==> config.mk <==
export PLATFORM = sky130hd
export DESIGN_NAME = sio_cfg_port
export DESIGN_NICKNAME = d
export VERILOG_FILES = /design/src/rtl/sio_cfg_pkg.sv /design/src/rtl/sio_key_fsm.sv /design/src/rtl/sio_ldev_regs.sv /design/src/rtl/sio_cfg_port.sv
export SDC_FILE = /design/constraint.sdc
export NUM_CORES = 1
export LEC_CHECK = 0
export ABC_CLOCK_PERIOD_IN_PS = 3400
export BUFFER_PORTS_ARGS = -buffer_cell sky130_fd_sc_hd__buf_2
export CAP_MARGIN = 20
export CORE_MARGIN = 5
export CORE_UTILIZATION = 41
export DETAILED_ROUTE_END_ITERATION = 10
export PLACE_DENSITY_LB_ADDON = 0.05
export SLEW_MARGIN = 20
export SYNTH_ARGS = -nofsm -noshare
export SYNTH_HDL_FRONTEND = slang
export SYNTH_HIERARCHICAL = 1
export SYNTH_SLANG_ARGS = --single-unit
export TNS_END_PERCENT = 20
==> constraint.sdc <==
create_clock -name clk -period 3.4 [get_ports clk]
set_clock_uncertainty 0.15 [all_clocks]
set_input_delay 0.85 -clock clk [delete_from_list [all_inputs] [get_ports clk]]
set_output_delay 0.85 -clock clk [all_outputs]
set_load 0.02 [all_outputs]
==> src/rtl/sio_cfg_pkg.sv <==
package sio_cfg_pkg;
  localparam logic [7:0] KEY_OPEN_A  = 8'h80;
  localparam logic [7:0] KEY_OPEN_B  = 8'h86;
  localparam logic [7:0] KEY_CLOSE_A = 8'h68;
  localparam logic [7:0] KEY_CLOSE_B = 8'h08;

  localparam logic [7:0] IX_LDN   = 8'h07;
  localparam logic [7:0] IX_GLOB  = 8'h29;
  localparam logic [7:0] IX_ACT   = 8'h30;
  localparam logic [7:0] IX_BASEH = 8'h60;
  localparam logic [7:0] IX_BASEL = 8'h61;

  localparam logic [7:0] LOCKED_READ = 8'hFF;

  typedef enum logic [1:0] {
    KS_SHUT,
    KS_SHUT_HALF,
    KS_OPEN,
    KS_OPEN_HALF
  } key_state_e;
endpackage

==> src/rtl/sio_key_fsm.sv <==
module sio_key_fsm
  import sio_cfg_pkg::*;
(
  input  logic       clk,
  input  logic       rst_n,
  input  logic       idx_wr,
  input  logic [7:0] wdata,
  output logic       open_o
);
  key_state_e st_q, st_d;

  always_comb begin
    st_d = st_q;
    if (idx_wr) begin
      unique case (st_q)
        KS_SHUT:      st_d = (wdata == KEY_OPEN_A) ? KS_SHUT_HALF : KS_SHUT;
        KS_SHUT_HALF: st_d = (wdata == KEY_OPEN_B)  ? KS_OPEN :
                             (wdata == KEY_OPEN_A)  ? KS_SHUT_HALF : KS_SHUT;
        KS_OPEN:      st_d = (wdata == KEY_CLOSE_A) ? KS_OPEN_HALF : KS_OPEN;
        KS_OPEN_HALF: st_d = (wdata == KEY_CLOSE_B) ? KS_SHUT :
                             (wdata == KEY_CLOSE_A) ? KS_OPEN_HALF : KS_OPEN;
        default:      st_d = KS_SHUT;
      endcase
    end
  end

  always_ff @(posedge clk) begin
    if (!rst_n) st_q <= KS_SHUT;
    else        st_q <= st_d;
  end

  assign open_o = (st_q == KS_OPEN) || (st_q == KS_OPEN_HALF);

  // opening is always caused by the second unlock byte
  p_open_key_r2: assert property (@(posedge clk) disable iff (!rst_n)
    $rose(open_o) |-> $past(idx_wr && wdata == KEY_OPEN_B));

  // closing is always caused by the second exit byte
  p_close_key_r5: assert property (@(posedge clk) disable iff (!rst_n)
    $fell(open_o) |-> $past(idx_wr && wdata == KEY_CLOSE_B));

  // without an index write the lock state holds
  p_lock_hold_r4: assert property (@(posedge clk) disable iff (!rst_n)
    !idx_wr |=> $stable(open_o));
endmodule

==> src/rtl/sio_ldev_regs.sv <==
module sio_ldev_regs
  import sio_cfg_pkg::*;
#(
  parameter logic [7:0] LDN_ID = 8'h04
) (
  input  logic        clk,
  input  logic        rst_n,
  input  logic        wr_en,
  input  logic [7:0]  ldn,
  input  logic [7:0]  idx,
  input  logic [7:0]  wdata,
  output logic        en_o,
  output logic [15:0] base_o,
  output logic [7:0]  rdata_o
);
  logic       sel;
  logic       en_q;
  logic [7:0] hi_q, lo_q;

  assign sel = (ldn == LDN_ID);

  always_ff @(posedge clk) begin
    if (!rst_n) begin
      en_q <= 1'b0;
      hi_q <= '0;
      lo_q <= '0;
    end else if (wr_en && sel) begin
      unique case (idx)
        IX_ACT:   en_q <= wdata[0];
        IX_BASEH: hi_q <= wdata;
        IX_BASEL: lo_q <= wdata;
        default:  ;
      endcase
    end
  end

  always_comb begin
    rdata_o = '0;
    if (sel) begin
      unique case (idx)
        IX_ACT:   rdata_o = {7'b0, en_q};
        IX_BASEH: rdata_o = hi_q;
        IX_BASEL: rdata_o = lo_q;
        default:  rdata_o = '0;
      endcase
    end
  end

  assign en_o   = en_q;
  assign base_o = {hi_q, lo_q};

  // the base address moves only on a write strobe
  p_base_hold_r8: assert property (@(posedge clk) disable iff (!rst_n)
    !wr_en |=> $stable(base_o));

  // the activate bit follows only writes aimed at this device
  p_en_select_r7: assert property (@(posedge clk) disable iff (!rst_n)
    (ldn != LDN_ID) |=> $stable(en_o));
endmodule

==> src/rtl/sio_cfg_port.sv <==
module sio_cfg_port
  import sio_cfg_pkg::*;
#(
  parameter int          ADDR_W    = 16,
  parameter logic [15:0] BASE_ADDR = 16'h002E,
  parameter int          NUM_LDN   = 3,
  parameter int          FIRST_LDN = 4
) (
  input  logic                  clk,
  input  logic                  rst_n,
  input  logic [ADDR_W-1:0]     io_addr,
  input  logic                  io_wr,
  input  logic                  io_rd,
  input  logic [7:0]            io_wdata,
  output logic                  rd_valid,
  output logic [7:0]            rd_data,
  output logic                  cfg_open,
  output logic [NUM_LDN-1:0]    dev_en,
  output logic [16*NUM_LDN-1:0] dev_base,
  output logic [7:0]            glob_ctrl
);
  localparam logic [ADDR_W-1:0] IDX_PORT = ADDR_W'(BASE_ADDR);
  localparam logic [ADDR_W-1:0] DAT_PORT = ADDR_W'(BASE_ADDR + 16'd1);

  logic       hit_idx, hit_dat;
  logic       idx_wr, dat_wr;
  logic [7:0] idx_q, ldn_q, glob_q;
  logic [7:0] rd_mux, rd_q;
  logic       rv_q;
  logic [7:0] dev_rd [NUM_LDN];

  assign hit_idx = (io_addr == IDX_PORT);
  assign hit_dat = (io_addr == DAT_PORT);
  assign idx_wr  = io_wr && hit_idx;
  assign dat_wr  = io_wr && hit_dat && cfg_open;

  sio_key_fsm u_key (
    .clk    (clk),
    .rst_n  (rst_n),
    .idx_wr (idx_wr),
    .wdata  (io_wdata),
    .open_o (cfg_open)
  );

  always_ff @(posedge clk) begin
    if (!rst_n) begin
      idx_q  <= '0;
      ldn_q  <= '0;
      glob_q <= '0;
    end else begin
      if (idx_wr && cfg_open) idx_q <= io_wdata;
      if (dat_wr && idx_q == IX_LDN) ldn_q <= io_wdata;
      if (dat_wr && idx_q == IX_GLOB && ldn_q == 8'h00) glob_q <= io_wdata;
    end
  end

  for (genvar k = 0; k < NUM_LDN; k++) begin : g_dev
    sio_ldev_regs #(.LDN_ID(8'(FIRST_LDN + k))) u_ldev (
      .clk     (clk),
      .rst_n   (rst_n),
      .wr_en   (dat_wr),
      .ldn     (ldn_q),
      .idx     (idx_q),
      .wdata   (io_wdata),
      .en_o    (dev_en[k]),
      .base_o  (dev_base[16*k +: 16]),
      .rdata_o (dev_rd[k])
    );
  end

  always_comb begin
    rd_mux = '0;
    if (idx_q == IX_LDN) begin
      rd_mux = ldn_q;
    end else if (idx_q == IX_GLOB) begin
      rd_mux = (ldn_q == 8'h00) ? glob_q : 8'h00;
    end else begin
      for (int k = 0; k < NUM_LDN; k++) rd_mux = rd_mux | dev_rd[k];
    end
  end

  always_ff @(posedge clk) begin
    if (!rst_n) begin
      rv_q <= 1'b0;
      rd_q <= '0;
    end else begin
      rv_q <= io_rd && (hit_idx || hit_dat);
      if (io_rd) rd_q <= !cfg_open ? LOCKED_READ : (hit_idx ? idx_q : rd_mux);
    end
  end

  assign rd_valid  = rv_q;
  assign rd_data   = rd_q;
  assign glob_ctrl = glob_q;

  // the global byte is frozen while another device is selected
  p_glob_gate_r9: assert property (@(posedge clk) disable iff (!rst_n)
    (ldn_q != 8'h00) |=> $stable(glob_ctrl));

  // locked reads answer 0xFF
  p_locked_read_r4: assert property (@(posedge clk) disable iff (!rst_n)
    (io_rd && !cfg_open && hit_dat) |=> (rd_valid && rd_data == LOCKED_READ));

  // nothing in the register file moves while locked
  p_locked_freeze_r4: assert property (@(posedge clk) disable iff (!rst_n)
    !cfg_open |=> ($stable(dev_en) && $stable(dev_base) && $stable(glob_ctrl)));

  // no read strobe, no valid pulse
  p_no_spurious_r11: assert property (@(posedge clk) disable iff (!rst_n)
    !io_rd |=> !rd_valid);
endmodule

==> results by group <==
Status
  – Outcome: finished, final reports clean

Route
  – Post-Route WL: roughly 15 mm
  – DR WL/cell: about 20 um
  – Number of vias per cell: between 5 and 6
  – Initial drt markers: 398
  – Number of routed nets with antenna violations: 0
  – Total number of vias: 4,479
  – TritonRoute pass-1 iters: 5
  – DRC violations left: 0

Critical path
  – CP Cell Sequence: or4b_4, or4b_1, nor2_1, or3_1, a221oi_1, o32ai_1
  – Worst Path Required: 3510 ps
  – R2R Setup Slk: 570 ps
  – WP depth: 6
  – Critical Path End Type: register
  – Max Fanout on Critical Path: 10
  – Crit path from: idx_q[5]
  – R2R cell count: 6
  – Reg2reg end: rd_data[6]
  – WP buf/inv: 0
  – Crit path DAT: 2940 ps
  – Critical Path Slowest Stage Cell: or4b_1
  – Crit path largest cell delay: 670 ps
  – Kind of critical path: register to register
  – CP delay by family, top: simple AND/OR/NAND/NOR gates
  – CP startpoint kind: register
  – Worst setup endpoint: rd_data[6]
  – FF-to-FF Start: idx_q[5]

Global routing
  – Vias in the first global route: 4,483
  – GRT overflow: 0
  – Antenna violations before repair: 0
  – Total Routing Usage GR: 0.228
  – First-pass GRT wire length: between 20 and 25 mm
  – Largest net degree at the start of global routing: 81

Power and ir drop
  – Leak: 0.00194 uW
  – Max VDD drop: 0.000235 V
  – Pwr/cell area: 349 nW/um^2

Logic synthesis
  – Ys Warns: 6
  – Number of synthesized flops with an enable pin: 0
  – Post-synthesis area per instance: 8.69 sq um
  – Seq/Total Area, Yosys: 0.380
  – Yosys cell types: 44
  – Main synth FF type: dfxtp_1
  – Cell area after synthesis: 4530 sq um
  – Mapped Cells: 522
  – Mapped Nets: 550
  – Register bit total from synthesis: 86
  – Post-synth ARST share: 0

CTS
  – Clock H-tree levels: 3
  – CTS root buf: clkbuf_8
  – Clk_lat worst skew: between 300 and 400 ps
  – Clock Sinks: 86
  – Deepest clock path buffer count: 2
  – Post-CTS setup buffer count: 0
  – Register clock-pin slew on the reported worst setup and hold paths: approximately 90 ps
  – Post-CTS sizing: 0
  – Hold_buf cts: 0
  – CTS tree: done
  – TritonCTS buffer count: 9

Place
  – # port buffers: 96
  – Placer congestion estimate: 0.862
  – Detail Placement HPWL: 10.4 mm

Cells and area
  – Area added between synthesis and finish: 19.0%
  – Final design utilization: 0.498
  – Filler cell count: 1,062
  – ANT cells: 0
  – Share of layout cells above drive strength 1: 0.256
  – Final #Nets: 644

Timing
  – RSZ-0062 raised after global routing: no
  – Setup TNS Final: 0 ps
  – Max Slew Vio Count: 0
  – Relative slew slack: 0.443
  – Fmax: 354 MHz
  – Period minus WS final: 2830 ps
  – Slew @ Worst Pin: 835 ps
  – Ratio of final minimum period to clock period: 0.831
  – Final hold viol count: 0
  – Setup violations, final: 0

Die
  – DIE HEIGHT: between 100 and 150 um
  – Ports: 97
  – Horiz. Die Dim: 115 um
  – Initial Util: 0.418
  – CORE AREA: between 10,000 and 15,000 sq um
  – Die Area: between 10,000 and 15,000 sq um
  – FP Rows: 38

Flow run
  – Max-cap violation count: 0

Min path
  – Worst hold path class: register to register
## cells by family (layout without fill, tap and decap cells)
logic type,count (synthesis),after routing,synth area share
compound gates,115,115,0.174
buf+inv,47,146,0.0458
flops,86,86,0.380
mux,51,51,0.113
simple gates,223,223,0.288
## worst reg2reg max path, stage by stage (launching register included)
cell      delay (ps)
dfxtp_1          560
or4b_4           560
or4b_1           670
nor2_1           230
or3_1            180
a221oi_1         100
o32ai_1          280
## cell type report
cell class | count | area [sq um] | share of cell area
tap | 140 | 175 | 0.0325
clock inverter | 6 | 68.8 | 0.0128
multi-input combinational | 389 | 2610 | 0.483
sequential | 86 | 1720 | 0.319
clock buffer | 10 | 138 | 0.0255
inverter | 13 | 48.8 | 0.00904
timing repair buffer | 117 | 638 | 0.118
## layout by cell type (no fill, tap or decap), drive strengths merged, types with 2 or more instances in the layout
cell and n:
a21oi 25, a221oi 8, a22oi 24, a31oi 9
and4 3, and4bb 3, buf 117, clkbuf 10
clkinv 3, dfxtp 86, inv 14, mux2i 51
nand2 85, nand2b 6, nand4 23, nand4b 8
nor2 43, nor3 5, nor3b 2, nor4 12
nor4b 7, nor4bb 5, o21ai 4, o22ai 12
o31ai 24, o32ai 8, or3 8, or4b 9
## power breakdown
group / leakage, uW / internal [uW] / switching [uW]
registers: 0.000695 / 1010 / 4.86
clock network: 0.000103 / 365 / 382
logic: 0.00114 / 34.9 / 81.6
## sequential cells by signal (all words and copies together), names as in the netlist
name,cells
g_dev.u_ldev/en_o,3
ldn_q,8
rd_valid,1
g_dev.u_ldev/lo_q,24
glob_ctrl,8
rd_data,8
u_key/st_q,2
g_dev.u_ldev/hi_q,24
idx_q,8
## worst min path at each step
stage                                 start                      end  slack (ps)  depth (start not counted)
detailed placement  g_dev[1].u_ldev/lo_q[2]  g_dev[1].u_ldev/lo_q[2]         310                          2
floorplan                     u_key/st_q[0]            u_key/st_q[0]         320                          2
global route        g_dev[2].u_ldev/lo_q[7]  g_dev[2].u_ldev/lo_q[7]         340                          2
CTS                 g_dev[1].u_ldev/lo_q[2]  g_dev[1].u_ldev/lo_q[2]         330                          2
finish              g_dev[2].u_ldev/lo_q[7]  g_dev[2].u_ldev/lo_q[7]         330                          2
global placement    g_dev[1].u_ldev/lo_q[1]  g_dev[1].u_ldev/lo_q[1]         310                          2
## Yosys cell counts, types with 2 or more instances
cell	count	area, sq um
a31oi_1	9	56.3
clkbuf_1	21	78.8
o21ai_0	3	15.0
nor4bb_1	5	50.1
or4b_4	3	41.3
o31ai_1	24	180
mux2i_1	51	510
nor3_1	2	10.0
and4bb_2	2	25.0
nor4b_2	2	30.0
nand2b_1	6	37.5
buf_6	2	22.5
o32ai_1	8	70.1
nor3b_1	2	15.0
nor4_2	7	87.6
nand2_1	85	319
a22oi_1	24	180
or3_1	8	50.1
a221oi_1	8	70.1
nor2_1	37	139
nor4b_1	4	35.0
inv_1	12	45.0
nor4_1	5	31.3
a21oi_1	25	125
or4b_1	6	60.1
and4_1	3	26.3
nand4_1	22	138
nor2_2	6	37.5
buf_2	10	50.1
nand4b_1	8	70.1
dfxtp_1	86	1720
o22ai_1	12	75.1
nor3_2	3	30.0
## through the flow
step / worst slack (ps) / hold WS [ps] / power, uW / cells / area (sq um)
2_1_floorplan: 313 / 319 / 1100 / 522 / 4530
3_3_place_gp: 456 / 306 / 1150 / 745 / 5190
3_5_place_dp: 373 / 314 / 1160 / 745 / 5190
4_1_cts: 586 / 327 / 1900 / 761 / 5400
5_1_grt: 428 / 344 / 1950 / 761 / 5400
6_report: 575 / 326 / 1880 / 761 / 5400
## routing by layer
layer / share of wire / GRT usage / vias up
li1: - / - / 2159
met1: 0.45 / 0.323 / 2139
met2: 0.46 / 0.363 / 169
met3: 0.079 / 0.0389 / 12
met4: 0.011 / 0.0509 / 0
met5: 0 / 0 / -
Power figures use the tool's default switching activity.
